File: src/rtl/gf2rem_pkg.sv
package gf2rem_pkg;
  // Strobes from control to datapath: at most one is high in a cycle.
  typedef struct packed {
    logic clear;
    logic shift;
  } remStrobe_t;
endpackage

File: src/rtl/gf2RemCtrl.sv
module gf2RemCtrl
  import gf2rem_pkg::*;
(
  input  logic       clearSync,
  input  logic       dataValid,
  output remStrobe_t strobe
);
  // Clear takes precedence; a valid bit in a clear cycle is dropped.
  always_comb begin
    strobe.clear = clearSync;
    strobe.shift = dataValid & ~clearSync;
  end
endmodule

File: src/rtl/gf2RemDatapath.sv
module gf2RemDatapath
  import gf2rem_pkg::*;
#(
  parameter int                DEGREE   = 5,
  parameter logic [DEGREE-1:0] TAP_MASK = 5'b01101
) (
  input  logic              clk,
  input  remStrobe_t        strobe,
  input  logic              serialIn,
  output logic [DEGREE-1:0] stateOut
);
  localparam int TOP = DEGREE - 1;

  logic [DEGREE-1:0] stateQ;
  logic [DEGREE-1:0] nextD;
  logic              feedback;

  // Leading coefficient: when set, the generator is subtracted this step.
  assign feedback = stateQ[TOP];

  for (genvar i = 0; i < DEGREE; i++) begin : g_stage
    logic shiftSrc;
    if (i == 0) begin : g_head
      assign shiftSrc = serialIn;
    end else begin : g_chain
      assign shiftSrc = stateQ[i-1];
    end
    if (TAP_MASK[i]) begin : g_tap
      assign nextD[i] = shiftSrc ^ feedback;
    end else begin : g_plain
      assign nextD[i] = shiftSrc;
    end
  end

  always_ff @(posedge clk) begin
    if (strobe.clear)      stateQ <= '0;
    else if (strobe.shift) stateQ <= nextD;
  end

  assign stateOut = stateQ;

  // Checking aid: the stages are undefined until the first clear.
  logic armedQ = 1'b0;
  always_ff @(posedge clk) begin
    if (strobe.clear) armedQ <= 1'b1;
  end

  p_clear_zero_r1: assert property (@(posedge clk) disable iff (!armedQ)
    strobe.clear |=> (stateQ == '0));

  p_clear_wins_r2: assert property (@(posedge clk) disable iff (!armedQ)
    strobe.clear |-> !strobe.shift);

  p_hold_r3: assert property (@(posedge clk) disable iff (!armedQ)
    (!strobe.clear && !strobe.shift) |=> $stable(stateQ));

  p_step_plain_r4: assert property (@(posedge clk) disable iff (!armedQ)
    (strobe.shift && !stateQ[TOP])
      |=> (stateQ == {$past(stateQ[TOP-1:0]), $past(serialIn)}));

  p_step_sub_r5: assert property (@(posedge clk) disable iff (!armedQ)
    (strobe.shift && stateQ[TOP])
      |=> ((stateQ ^ {$past(stateQ[TOP-1:0]), $past(serialIn)}) == TAP_MASK));
endmodule

File: src/rtl/gf2SerialRem.sv
module gf2SerialRem
  import gf2rem_pkg::*;
#(
  parameter int                DEGREE   = 5,
  parameter logic [DEGREE-1:0] TAP_MASK = 5'b01101
) (
  input  logic              clk,
  input  logic              clearSync,
  input  logic              dataValid,
  input  logic              dataBit,
  output logic [DEGREE-1:0] remainder
);
  remStrobe_t strobe;

  gf2RemCtrl u_ctrl (
    .clearSync (clearSync),
    .dataValid (dataValid),
    .strobe    (strobe)
  );

  gf2RemDatapath #(
    .DEGREE   (DEGREE),
    .TAP_MASK (TAP_MASK)
  ) u_dp (
    .clk      (clk),
    .strobe   (strobe),
    .serialIn (dataBit),
    .stateOut (remainder)
  );
endmodule

File: config.mk
export PLATFORM = sky130hd
export DESIGN_NAME = gf2SerialRem
export DESIGN_NICKNAME = d
export VERILOG_FILES = /design/src/rtl/gf2rem_pkg.sv /design/src/rtl/gf2RemCtrl.sv /design/src/rtl/gf2RemDatapath.sv /design/src/rtl/gf2SerialRem.sv
export SDC_FILE = /design/constraint.sdc
export NUM_CORES = 1
export LEC_CHECK = 0
export CAP_MARGIN = 40
export CORE_AREA = 4 4 41 43
export DETAILED_ROUTE_END_ITERATION = 8
export DIE_AREA = 0 0 45 47
export GPL_ROUTABILITY_DRIVEN = 0
export PLACE_DENSITY = 0.41
export SLEW_MARGIN = 25
export SYNTH_ARGS = -nofsm -noshare
export SYNTH_HDL_FRONTEND = slang
export SYNTH_HIERARCHICAL = 1
export SYNTH_SLANG_ARGS = --single-unit
File: constraint.sdc
create_clock -name clk -period 0.8 [get_ports clk]
set_input_delay 0.24 -clock clk [delete_from_list [all_inputs] [get_ports clk]]
set_output_delay 0.24 -clock clk [all_outputs]
set_load 0.02 [all_outputs]
==> run summary, run 1 <==
DR pass1 iterations - 4
Wirelength per Cell - 9.38 µm
slowest CP cell - dfxtp_2
area taken by multi-input logic gates - 106 µm²
Chip Height - 47 µm
die width - 45 µm
worst-skew pair later-pin latency - 240 ps
Synth Instances - 23
leakage power - 0.160 nW
slew of the pin with the lowest slew margin - 218 ps
Clock Root Buffer - clkbuf_4
sequential fraction of the synthesis area - 43.7%
WL final - 488 µm
drt drc - 0
DR iter-0 viols - 8
worst-path fanout max - 2
Largest register FFs - 5
CP endpoint - remainder[2]
critical path depth - 1
r2r setup slk - -70 ps
CTS clk-pin slew, worst paths - 50 ps
full die area - 0.00212 mm²
final setup vio count - 8
clk_skew - 5.01 ps
Rows - 13
Cell Chain, Critical Path - buf_6
placed instance area - 348 µm²
hold_buf cts - 0
CP Launch Type - flip-flop
critical path's top delay family - flip-flops
vias - 191
CTS Buf Count - 3
fin crit share - 115%
Ant. Diodes - 0
Comb power frac - 17.5%
Port Buffers - 8
initial antenna violation count - 0
status - complete, but fails checks
post-route ant nets - 0
Seq. cell area - 106 µm²
Synth Cell Area - 229 µm²
Buf/Inv on CP - 1
Syn Nets - 27
Max Clock Freq - 1080 MHz
R2R depth - 3
crit-path max cell delay - 320 ps
worst hold path class - in2reg
YS warnings - 6
Fill cells - 152
final hold vios - 0
initial cell density of the core - 17.6%
P_int - 0.522 mW
CP required - 560 ps
post-route cell area - 379 µm²
CP Capture Type - primary output
Vias per Instance - 3.67
maxcap violations - 0
syn_area_per_cell - 9.96 µm²
global-route wire length before repair - 793 µm
Pins Over Slew Limit - 0
CP startpoint - u_dp/stateOut[2]$_SDFFE_PP0P_
Core Area - 0.00130 mm²
H-tree levels - 1
TritonCTS Sinks - 5
origin of the critical flop-to-flop path - u_dp/stateOut[4]$_SDFFE_PP0P_
Final Non-Filler Cells - 52
placed cell count - 48
crit path time final - 923 ps
grt ovf - 0
CTS Buffer Depth - 2
crit path DAT - 680 ps
WS Path Type - reg2out
Final TNS setup - -757 ps
RSZ-0062 raised after global routing - true
share of cells above drive strength 1 - 62.2%
Area Growth Syn to Fin - 65.6%
Sw Ratio - 24.7%
Reg power frac - 39.3%
largest net degree at the start of global routing - 9
clock power share - 43.1%
register bit total from synthesis - 5
reg2reg end - u_dp/stateOut[3]$_SDFFE_PP0P_
Net Switching - 0.171 mW
failing checks - negative setup slack
most common cell after layout, fill and taps aside - buf_4
Final WS setup - -123 ps
synth unique cells - 8
Rel. slew slack - 85.4%
VDD IR max - 0.578 mV
vias in the first global route - 203
Net count, final - 42
Overall Global Routing Usage - 6.00%
most frequent cells in the layout - buf_4 (6), buf_6 (5), nor2_1 (5), dfxtp_2 (5)
Power Dens Cells - 1830 mW/mm²
io pins - 9
clock tree from TritonCTS - done
## cell type report
class | instances | area share (%)
timing repair buffer | 14 | 32.0
sequential | 5 | 28.1
multi-input combinational | 14 | 28.1
clock buffer | 4 | 6.93
tap | 15 | 4.95
## per-layer routing
metal	global-route usage (%)	part of all wire, %	vias up
li1	-	-	101
met1	6.59	45	83
met2	6.21	46	7
met3	3.83	8.6	0
met4	8.77	0	0
met5	0	0	-
## cells in the mapped netlist, drive strengths merged
library cell / instances / area share [%]
mux2i: 2 / 8.7
dfxtp: 5 / 44
nor2b: 1 / 6.0
buf: 4 / 12
a211oi: 3 / 9.8
xnor2: 3 / 11
nor2: 5 / 8.2
## repair_timing
| action | in CTS | in global routing |
|---|---|---|
| endpoints found under the hold margin | 0 | 0 |
| setup buffers | 0 | 1 |
| resized for setup | 37 | 4 |
| setup endpoints to repair | 10 | 10 |
| pin swaps | 4 | 4 |
## logic make-up (layout without fill, tap and decap cells)
| kind of cell | Yosys count | in the layout | synth area share, % |
|---|---|---|---|
| AOI/OAI and AO/OA | 3 | 3 | 9.84 |
| xor gates and xnor gates | 3 | 3 | 11.5 |
| buffers and inverters | 4 | 18 | 12.0 |
| DFF | 5 | 5 | 43.7 |
| muxes | 2 | 2 | 8.74 |
| and+or+nand+nor | 6 | 6 | 14.2 |
## stage by stage
stage	hold WS (ps)	setup WS [ps]	utilization, %	power (mW)
2_1_floorplan	421	-21.5	-	0.345
3_5_place_dp	575	-520	26.7	0.394
5_1_grt	321	-169	29.1	0.752
3_3_place_gp	575	-511	26.7	0.392
4_1_cts	403	-142	29.5	0.715
6_report	331	-123	29.1	0.693
## power groups by stage
| stage | Clock, mW | Sequential, mW | Combinational (mW) |
|---|---|---|---|
| floorplan | 0 | 0.283 | 0.0620 |
| global placement | 0 | 0.272 | 0.120 |
| detailed placement | 0 | 0.273 | 0.121 |
| CTS | 0.321 | 0.273 | 0.122 |
| global route | 0.348 | 0.274 | 0.131 |
| finish | 0.299 | 0.272 | 0.121 |
## worst min-delay path by stage
stage	end	from	depth (start not counted)	slack, ps
3_3_place_gp	u_dp/stateOut[1]$_SDFFE_PP0P_	u_dp/stateOut[1]$_SDFFE_PP0P_	3	580
3_5_place_dp	u_dp/stateOut[1]$_SDFFE_PP0P_	u_dp/stateOut[1]$_SDFFE_PP0P_	3	570
6_report	u_dp/stateOut[4]$_SDFFE_PP0P_	clearSync	3	330
4_1_cts	u_dp/stateOut[1]$_SDFFE_PP0P_	clearSync	3	400
2_1_floorplan	u_dp/stateOut[1]$_SDFFE_PP0P_	clearSync	2	420
5_1_grt	u_dp/stateOut[1]$_SDFFE_PP0P_	clearSync	3	320
(Power assumes the default switching activity.)
==> run 2: changes to the inputs <==
RECOVER_POWER = 100   (was not set)
==> results of run 2 <==
The final DEF is identical to that of run 1; final timing and power are the same.
